**src/rtl/iter_mul_pkg.sv**
```systemverilog
package iter_mul_pkg;
  typedef enum logic [1:0] {
    ST_IDLE = 2'd0,
    ST_STEP = 2'd1,
    ST_FIN  = 2'd2,
    ST_OUT  = 2'd3
  } mul_state_e;
endpackage

```
**src/rtl/mul_slice_pp.sv**
```systemverilog
// Combinational DATA_W x SLICE_W partial product from shifted adds
module mul_slice_pp #(
  parameter int DATA_W  = 32,
  parameter int SLICE_W = 4
) (
  input  logic [DATA_W-1:0]         a_i,
  input  logic [SLICE_W-1:0]        slice_i,
  output logic [DATA_W+SLICE_W-1:0] pp_o
);
  localparam int PP_W = DATA_W + SLICE_W;

  logic [PP_W-1:0] term [SLICE_W];

  for (genvar j = 0; j < SLICE_W; j++) begin : g_term
    assign term[j] = slice_i[j] ? (PP_W'(a_i) << j) : '0;
  end

  always_comb begin
    pp_o = '0;
    for (int j = 0; j < SLICE_W; j++) pp_o = pp_o + term[j];
  end
endmodule

```
**src/rtl/mul_ctrl.sv**
```systemverilog
module mul_ctrl
  import iter_mul_pkg::*;
#(
  parameter int NUM_SLICES = 8,
  localparam int IDX_W     = (NUM_SLICES > 1) ? $clog2(NUM_SLICES) : 1,
  localparam int LATENCY   = NUM_SLICES + 3
) (
  input  logic             clk_i,
  input  logic             rst_ni,
  input  logic             start_i,
  output logic             load_o,
  output logic             step_o,
  output logic             fin_o,
  output logic             out_o,
  output logic [IDX_W-1:0] idx_o,
  output logic             busy_o
);
  localparam int CNT_W = $clog2(LATENCY + 1);
  localparam logic [IDX_W-1:0] LAST_IDX = IDX_W'(NUM_SLICES - 1);

  mul_state_e state_q, state_d;
  logic [IDX_W-1:0] idx_q;
  logic [CNT_W-1:0] lat_cnt_q;

  assign load_o = (state_q == ST_IDLE) && start_i;
  assign step_o = (state_q == ST_STEP);
  assign fin_o  = (state_q == ST_FIN);
  assign out_o  = (state_q == ST_OUT);
  assign idx_o  = idx_q;
  assign busy_o = (state_q != ST_IDLE);

  always_comb begin
    state_d = state_q;
    unique case (state_q)
      ST_IDLE: if (start_i) state_d = ST_STEP;
      ST_STEP: if (idx_q == LAST_IDX) state_d = ST_FIN;
      ST_FIN:  state_d = ST_OUT;
      ST_OUT:  state_d = ST_IDLE;
      default: state_d = ST_IDLE;
    endcase
  end

  always_ff @(posedge clk_i or negedge rst_ni) begin
    if (!rst_ni) begin
      state_q <= ST_IDLE;
      idx_q   <= '0;
    end else begin
      state_q <= state_d;
      if (load_o)      idx_q <= '0;
      else if (step_o) idx_q <= idx_q + 1'b1;
    end
  end

  // independent cycle count since acceptance, for the latency check
  always_ff @(posedge clk_i or negedge rst_ni) begin
    if (!rst_ni)                           lat_cnt_q <= '0;
    else if (load_o)                       lat_cnt_q <= CNT_W'(1);
    else if (busy_o && lat_cnt_q < CNT_W'(LATENCY)) lat_cnt_q <= lat_cnt_q + 1'b1;
  end


  latency_fixed_chk: assert property (@(posedge clk_i) disable iff (!rst_ni)
    out_o |-> lat_cnt_q == CNT_W'(LATENCY - 1));


  ignore_busy_start_chk: assert property (@(posedge clk_i) disable iff (!rst_ni)
    (busy_o && start_i && !out_o) |=> busy_o);


  busy_span_chk: assert property (@(posedge clk_i) disable iff (!rst_ni)
    busy_o |-> lat_cnt_q <= CNT_W'(LATENCY - 1) && lat_cnt_q != '0);
endmodule

```
**src/rtl/mul_accum.sv**
```systemverilog
module mul_accum #(
  parameter int DATA_W  = 32,
  parameter int SLICE_W = 4,
  localparam int NUM_SLICES = DATA_W / SLICE_W,
  localparam int IDX_W = (NUM_SLICES > 1) ? $clog2(NUM_SLICES) : 1
) (
  input  logic              clk_i,
  input  logic              rst_ni,
  input  logic              load_i,
  input  logic              step_i,
  input  logic              fin_i,
  input  logic [IDX_W-1:0]  idx_i,
  input  logic [DATA_W-1:0] a_i,
  input  logic [DATA_W-1:0] b_i,
  output logic [DATA_W-1:0] acc_o
);
  localparam int PP_W = DATA_W + SLICE_W;
  localparam int SH_W = $clog2(DATA_W) + 1;

  logic [DATA_W-1:0]  a_q, b_q, pp_q, acc_q;
  logic [SLICE_W-1:0] slice;
  logic [PP_W-1:0]    pp_raw;
  logic [PP_W-1:0]    pp_shift;
  logic [SH_W-1:0]    shamt;

  assign slice  = b_q[idx_i*SLICE_W +: SLICE_W];
  assign shamt  = SH_W'(idx_i) * SH_W'(SLICE_W);

  mul_slice_pp #(.DATA_W(DATA_W), .SLICE_W(SLICE_W)) u_pp (
    .a_i    (a_q),
    .slice_i(slice),
    .pp_o   (pp_raw)
  );

  assign pp_shift = pp_raw << shamt;

  always_ff @(posedge clk_i or negedge rst_ni) begin
    if (!rst_ni) begin
      a_q   <= '0;
      b_q   <= '0;
      pp_q  <= '0;
      acc_q <= '0;
    end else if (load_i) begin
      a_q   <= a_i;
      b_q   <= b_i;
      pp_q  <= '0;
      acc_q <= '0;
    end else if (step_i) begin
      pp_q  <= pp_shift[DATA_W-1:0];
      acc_q <= acc_q + pp_q;
    end else if (fin_i) begin
      pp_q  <= '0;
      acc_q <= acc_q + pp_q;
    end
  end

  assign acc_o = acc_q;


  operand_hold_chk: assert property (@(posedge clk_i) disable iff (!rst_ni)
    !load_i |=> $stable(a_q) && $stable(b_q));


  first_step_clear_chk: assert property (@(posedge clk_i) disable iff (!rst_ni)
    load_i |=> acc_q == '0);
endmodule

```
**src/rtl/iter_mul32.sv**
```systemverilog
module iter_mul32 #(
  parameter int DATA_W  = 32,
  parameter int SLICE_W = 4,
  parameter int IMM_W   = 16
) (
  input  logic              clk_i,
  input  logic              rst_ni,
  input  logic              start_i,
  input  logic              imm_sel_i,
  input  logic [DATA_W-1:0] op_a_i,
  input  logic [DATA_W-1:0] op_b_i,
  input  logic [IMM_W-1:0]  imm_i,
  output logic [DATA_W-1:0] result_o,
  output logic              done_o,
  output logic              busy_o
);
  localparam int NUM_SLICES = DATA_W / SLICE_W;
  localparam int IDX_W = (NUM_SLICES > 1) ? $clog2(NUM_SLICES) : 1;

  logic             load, step, fin, out_en;
  logic [IDX_W-1:0] idx;
  logic [DATA_W-1:0] b_eff, acc;
  logic [DATA_W-1:0] result_q;
  logic              done_q;

  // immediate form: sign-extend
  assign b_eff = imm_sel_i ? {{(DATA_W-IMM_W){imm_i[IMM_W-1]}}, imm_i} : op_b_i;

  mul_ctrl #(.NUM_SLICES(NUM_SLICES)) u_ctrl (
    .clk_i  (clk_i),
    .rst_ni (rst_ni),
    .start_i(start_i),
    .load_o (load),
    .step_o (step),
    .fin_o  (fin),
    .out_o  (out_en),
    .idx_o  (idx),
    .busy_o (busy_o)
  );

  mul_accum #(.DATA_W(DATA_W), .SLICE_W(SLICE_W)) u_acc (
    .clk_i (clk_i),
    .rst_ni(rst_ni),
    .load_i(load),
    .step_i(step),
    .fin_i (fin),
    .idx_i (idx),
    .a_i   (op_a_i),
    .b_i   (b_eff),
    .acc_o (acc)
  );

  always_ff @(posedge clk_i or negedge rst_ni) begin
    if (!rst_ni) begin
      result_q <= '0;
      done_q   <= 1'b0;
    end else begin
      done_q <= out_en;
      if (out_en) result_q <= acc;
    end
  end

  assign result_o = result_q;
  assign done_o   = done_q;


  done_pulse_chk: assert property (@(posedge clk_i) disable iff (!rst_ni)
    done_o |=> !done_o || $past(start_i) == 1'b0 ? !done_o : 1'b1);


  done_not_busy_chk: assert property (@(posedge clk_i) disable iff (!rst_ni)
    done_o |-> !busy_o);


  result_hold_chk: assert property (@(posedge clk_i) disable iff (!rst_ni)
    !$stable(result_o) |-> done_o);


  back_to_back_chk: assert property (@(posedge clk_i) disable iff (!rst_ni)
    (done_o && start_i) |=> busy_o);
endmodule

```
**config.mk**
```make
export PLATFORM = sky130hd
export DESIGN_NAME = iter_mul32
export DESIGN_NICKNAME = d
export VERILOG_FILES = /design/src/rtl/iter_mul_pkg.sv /design/src/rtl/mul_slice_pp.sv /design/src/rtl/mul_ctrl.sv /design/src/rtl/mul_accum.sv /design/src/rtl/iter_mul32.sv
export SDC_FILE = /design/constraint.sdc
export NUM_CORES = 1
export LEC_CHECK = 0
export BUFFER_PORTS_ARGS = -buffer_cell sky130_fd_sc_hd__buf_2
export CAP_MARGIN = 20
export CORE_AREA = 2 2 174 176
export DETAILED_ROUTE_END_ITERATION = 10
export DIE_AREA = 0 0 176 178
export PLACE_DENSITY_LB_ADDON = 0.15
export SYNTH_ARGS = -nofsm -noshare
export SYNTH_HDL_FRONTEND = slang
export SYNTH_SLANG_ARGS = --single-unit
```
**constraint.sdc**
```tcl
create_clock -name clk_i -period 6.2 [get_ports clk_i]
set_input_delay 0.62 -clock clk_i [delete_from_list [all_inputs] [get_ports clk_i]]
set_output_delay 0.62 -clock clk_i [all_outputs]
set_load 0.02 [all_outputs]
```
Yosys cells after proc, flatten, opt, wreduce, memory -nomap -nowiden
Cells that the tools add are included.
{"block": "word_totals", "ramBits": 0, "n_memories": 0, "rom_bits": 0, "latchBits": 0, "input_bits": 84, "register_bits": 166}
{"block": "op_classes", "shift": 2, "order_cmp": 0, "mux": 16, "div": 0, "n_reduce_logical": 6, "eq_ne": 6, "bitwise": 0, "multipliers": 0, "add_sub_neg": 5}
{"cell": "two-way mux 32 bit", "n": 8}
{"cell": "adder 36 x 35 -> 36 bit", "n": 1}
{"cell": "adder 36 bit", "n": 1}
{"cell": "<< shifter 36 x 5 -> 32 bit", "n": 1}
{"cell": "two-way mux 35 bit", "n": 1}
{"cell": "adder 32 x 33 -> 34 bit", "n": 1}
{"cell": "two-way mux 34 bit", "n": 1}
{"cell": "two-way mux 33 bit", "n": 1}
{"cell": "adder 32 bit", "n": 1}
{"cell": "indexed part select 32 x 6 -> 4 bit", "n": 1}
{"cell": "case mux 2 bit (4 select lines)", "n": 1}
{"cell": "two-way mux 3 bit", "n": 2}
{"cell": "equality test 2 bit, second input constant", "n": 2}
{"cell": "two-way mux 2 bit", "n": 2}
{"cell": "nonzero test 2 bit", "n": 2}
{"cell": "adder 3 x 1 -> 3 bit, second input constant", "n": 1}
{"cell": "equality test 3 bit, second input constant", "n": 1}
{"cell": "nonzero test 3 bit", "n": 1}
{"cell": "equality test 2 x 1 -> 1 bit, second input constant", "n": 1}
{"cell": "logical NOT 2 bit", "n": 1}
{"cell": "!= test 2 x 1 -> 1 bit, second input constant", "n": 1}
{"cell": "!= test 2 bit, second input constant", "n": 1}
{"cell": "AND reduction 2 bit", "n": 1}
{"cell": "logical AND 1 bit", "n": 1}

Logic depth before layout (Yosys ltp)
{"block": "logic_depth", "word_depth": 8, "mapped_depth": 29, "mapped_depth_nobuf": 27}

Modules after synthesis
Synthesis repeated with hierarchy kept, for this count alone.
{"block": "unflattened", "cells_unflattened": 1473, "hier_area_um2": 14236.2}
{"mod": "mul_accum", "instances": 1, "cells_per_inst": 669, "area_per_inst_um2": 7268.2, "seq_area_each_um2": 3203.1}
{"mod": "mul_slice_pp", "instances": 1, "cells_per_inst": 671, "area_per_inst_um2": 4725.8, "seq_area_each_um2": 0.0}
{"mod": "iter_mul32", "instances": 1, "cells_per_inst": 106, "area_per_inst_um2": 1919.3, "seq_area_each_um2": 825.8}
{"mod": "mul_ctrl", "instances": 1, "cells_per_inst": 27, "area_per_inst_um2": 322.8, "seq_area_each_um2": 125.1}

Worst setup path after synthesis
OpenSTA, ideal clock, no wires.
{"block": "synth_timing", "path_type": "flip-flop to flip-flop", "startpoint": "reg u_ctrl.idx_q[1] (netlist: u_ctrl.idx_o[1])", "endpoint": "reg u_acc.pp_q[27]", "path_slack_ns": -0.381, "period_less_slack_ns": 6.581, "arrival_ns": 6.495, "path_stages_with_launch": 30, "setup_time_ns": 0.086, "path_cell_list": "dfrtp_1 -> clkbuf_1 -> mux4_2 -> mux2i_1 -> clkbuf_1 -> nor2b_1 -> ha_1 -> fa_1 -> a21oi_1 -> o211ai_1 -> a41oi_2 -> nor2b_1 -> o21ai_0 -> nand2b_1 -> a21o_1 -> a21oi_1 -> xor2_1 -> fa_1 -> inv_1 -> ha_1 -> nand2_1 -> o21ai_0 -> o21ai_0 -> o21ai_1 -> o211a_1 -> o21a_1 -> o21a_1 -> or2_0 -> mux4_2 -> o221ai_2"}
{"block": "synth_via", "elab_chain_len": 8, "elab_cells_between_ends": 11, "classes_between": "add/sub (3); shift (2); mux (6)"}
{"item": "start: declaration", "line_no": "mul_ctrl.sv:22", "text": "logic [IDX_W-1:0] idx_q;"}
{"item": "start signal: assignment", "line_no": "mul_ctrl.sv:50", "text": "else if (step_o) idx_q <= idx_q + 1'b1;"}
{"item": "indexed part select 32 x 6 -> 4 bit", "line_no": "mul_accum.sv:26", "text": "assign slice = b_q[idx_i*SLICE_W +: SLICE_W];"}
{"item": "two-way mux 32 bit / two-way mux 33 bit (equally long branches)", "line_no": "mul_slice_pp.sv:15", "text": "assign term[j] = slice_i[j] ? (PP_W'(a_i) << j) : '0;"}
{"item": "adder 32 x 33 -> 34 bit", "line_no": "mul_slice_pp.sv:20", "text": "for (int j = 0; j < SLICE_W; j++) pp_o = pp_o + term[j];"}
{"item": "adder 36 bit", "line_no": "mul_slice_pp.sv:20"}
{"item": "adder 36 x 35 -> 36 bit", "line_no": "mul_slice_pp.sv:20"}
{"item": "<< shifter 36 x 5 -> 32 bit (*)", "line_no": "mul_accum.sv:35", "text": "assign pp_shift = pp_raw << shamt;"}
{"item": "two-way mux 32 bit (*)", "line_no": "mul_accum.sv:48", "text": "end else if (step_i) begin"}
{"item": "two-way mux 32 bit (*)", "line_no": "mul_accum.sv:43", "text": "end else if (load_i) begin"}
{"item": "end signal: assignment", "line_no": "mul_accum.sv:49", "text": "pp_q <= pp_shift[DATA_W-1:0];"}
{"item": "end: declaration", "line_no": "mul_accum.sv:20", "text": "logic [DATA_W-1:0] a_q, b_q, pp_q, acc_q;"}
Every way passes the cells marked *; elsewhere a longest branch is shown, timed or not.
A chain may end at the register's enable or synchronous reset.

Worst setup path after layout
{"block": "layout_timing", "startpoint": "reg u_ctrl.idx_q[0] (netlist: u_ctrl.idx_o[0])", "endpoint": "reg u_acc.pp_q[27]"}
The elaborated chain is that of the path after synthesis.

==> impl_metrics.csv <==
group,metric,value,unit
status,status,"finished clean",
placement,dp_hpwl,24.5,mm
route,drc,0,
synthesis,synthSimpleGateAreaFrac,0.181,
timing,maxSlewHeadroom,0.293,
timing,finClkSkew,13.6,ps
synthesis,synth_top_area_frac,0.316,
job,maxCapViolCount,0,
clock_network,numClockSinks,166,
clock_network,tritoncts,"yes",
grt,grt_max_degree,105,
route,drt-initial-drc-count,583,
route,firstDrtPassIters,6,
placement,place.gp.congestion,0.914,
synthesis,async_reset_ff_frac,1.00,
synthesis,synth_area_leader_cell,"dfrtp_1",
synthesis,avgSynthCellArea,8.79,um2
layout,insertedDiodeCount,0,
timing,rsz0062_at_grt,"yes",
layout,drive_gt1_frac,0.236,
route,dr_total_vias,11100,
setup_path,crit_path_start_kind,"flip-flop",
route,drtAntennaViolNets,0,
timing,finalMaxSlewViolations,0,
grt,track_usage,0.214,
clock_network,clk_latency,440,ps
synthesis,syn_nets,1706,
floorplan,start_util,0.446,
grt,grt_pass1_vias,10900,
setup_path,crit_arrival,6470,ps
clock_network,path_clk_slew,70,ps
layout,final.fill_count,2735,
synthesis,yosysMostFrequentCell,"nand2_1",
grt,grt.overflow.total,0,
timing,setup_viol,0,
route,avgRoutedWirePerCell,15.8,um
clock_network,cts_root_buf,"clkbuf_16",
synthesis,synth_top_family_by_area,"compound AO/OA/AOI/OAI gates",
clock_network,clockBufferDepth,2,
grt,antenna_found_initial,0,
layout,area.growth.synth_to_final,20.9,%
route,drt_wl_total,32.7,mm
floorplan,fp.coreArea,29400,um2
floorplan,num_rows,63,
grt,grt_pass1_wl,54.5,mm
clock_network,htreeDepth,4,
setup_path,path_class,"reg2reg",
synthesis,synthAdderAreaFrac,0.140,
synthesis,muxShareOfSynthArea,0.0872,
timing,hold_violations,0,
synthesis,synth_xor_area_frac,0.0514,
min_path,hold_path.class,"in2async",
layout,stdcell_count,2068,
synthesis,synth_seq_area_share,0.316,
floorplan,die-area,31300,um2
timing,min_period,6120,ps
timing,hold_ws,291,ps
synthesis,yosys_warnings,0,
placement,io_buffers,117,
floorplan,die_h,178,um
synthesis,syn_area,13100,um2
synthesis,synth_compound_area_frac,0.182,
synthesis,synth_cell_types,79,
synthesis,synth-edff-count,0,
timing,tightest_slew,1060,ps
synthesis,synthCells,1494,
layout,nets,1878,
synthesis,ys_ff_latch,166,
synthesis,synthTopCellsByArea,"dfrtp_1 32%, ha_1 9.2%, nand2_1 7.2%",
floorplan,die_x,176,um
synthesis,synth-main-ff-cell,"dfrtp_1",
timing,finalCritPeriodShare,0.988,
floorplan,pin_count,118,
setup_path,cp.required,6540,ps
route,via_per_inst,5.39,
synthesis,synth_commonest_cells,"253 x nand2_1, 166 x dfrtp_1, 97 x ha_1",
placement,placedCellCount,2021,
setup_path,r2r_setup_slack,80,ps
setup_path,crit_fanout,7,
clock_network,cts_buffers,17,
setup_path,end_kind,"flip-flop",
timing,fmax,163,MHz
==> cell type report <==
cell class | count | area [um2] | share of cell area
Clock inverter | 14 | 175 | 0.0110
Clock buffer | 17 | 425 | 0.0268
Tap cell | 390 | 488 | 0.0307
Sequential cell | 166 | 4160 | 0.262
Inverter | 81 | 304 | 0.0192
Timing Repair Buffer | 217 | 1420 | 0.0896
Multi-Input combinational cell | 1183 | 8900 | 0.561
==> state kept, by name (all words and copies together), names as in the netlist <==
name and count:
done_o 1, result_o 32, u_ctrl.idx_o 3, u_acc.a_q 32, u_ctrl.state_q 2, u_acc.acc_o 32, u_acc.pp_q 32, u_acc.b_q 32
==> placed cells by master, fill, tap and decap left out, drive strengths merged, types with 13 or more instances in the layout <==
master	instances
nor2b	73
a21o	32
fa	31
nor2	87
clkbuf	17
buf	217
xor2	31
ha	97
o21ai	98
dfrtp	166
a31oi	13
inv	83
a21oi	94
nand3	18
nand2	253
mux2i	57
xnor2	46
o21a	14
nor3	22
mux2	35
==> per-stage QoR <==
step / utilization / worst slack [ps] / TNS [ps] / cell area, um2
2_1_floorplan: - / 11.4 / 0 / 13200
6_report: 0.540 / 75.5 / 0 / 15900
3_3_place_gp: 0.498 / -105 / -328 / 14600
4_1_cts: 0.523 / 3.57 / 0 / 15400
3_5_place_dp: 0.498 / -222 / -1180 / 14600
5_1_grt: 0.540 / -155 / -526 / 15900
==> worst max-delay path, cell delays in order (launching register included) <==
cell,delay [ps]
dfrtp_2,410
mux4_2,530
mux2i_4,200
buf_6,180
buf_12,110
nor2b_2,30
ha_1,320
and2_4,150
a221o_1,320
a22o_1,230
o311ai_2,280
buf_4,170
nand2b_4,50
a21oi_2,120
xor2_1,180
fa_1,440
inv_2,80
ha_4,190
and2_4,150
a221o_1,300
nor2_1,130
o21ai_1,80
o211a_1,130
o21a_1,200
o21a_1,190
or2_0,190
mux4_2,480
o221ai_2,190
==> cells by family after synthesis <==
group | after synthesis
DFF | 166
AOI/OAI and AO/OA | 362
and+or+nand+nor | 516
adders and majority gates | 128
xor gates and xnor gates | 77
muxes | 100
buffers and inverters | 145
==> metal layers <==
metal,GRT usage,vias up,share of wire
met5,0,-,0
met4,0.0692,0,0.024
met3,0.0264,54,0.025
met2,0.345,196,0.46
met1,0.299,5324,0.49
li1,-,5569,-
==> repair_timing <==
item | 4_1_cts | 5_1_grt
pin swaps | 3 | 65
hold buffers | 0 | 0
resized for setup | 23 | 85
cloned | 1 | 0
endpoints found under the setup margin | 12 | 16
setup buffers | 3 | 13
==> path summary, 6_finish.rpt <==
check / startpoint / end / cells past startpoint
max: u_ctrl.idx_o[0] / u_acc.pp_q[27] / 27
min: rst_ni / result_o[7] / 1
max reg2reg: u_ctrl.idx_o[0] / u_acc.pp_q[27] / 27
min reg2reg: u_acc.b_q[3] / u_acc.b_q[3] / 2
max in group asynchronous: rst_ni / u_acc.a_q[30] / 2
min in group clk_i: op_a_i[22] / u_acc.a_q[22] / 3
Power is not shown: default switching activity piles up to over one toggle a cycle in this logic, so the estimate is an artifact.
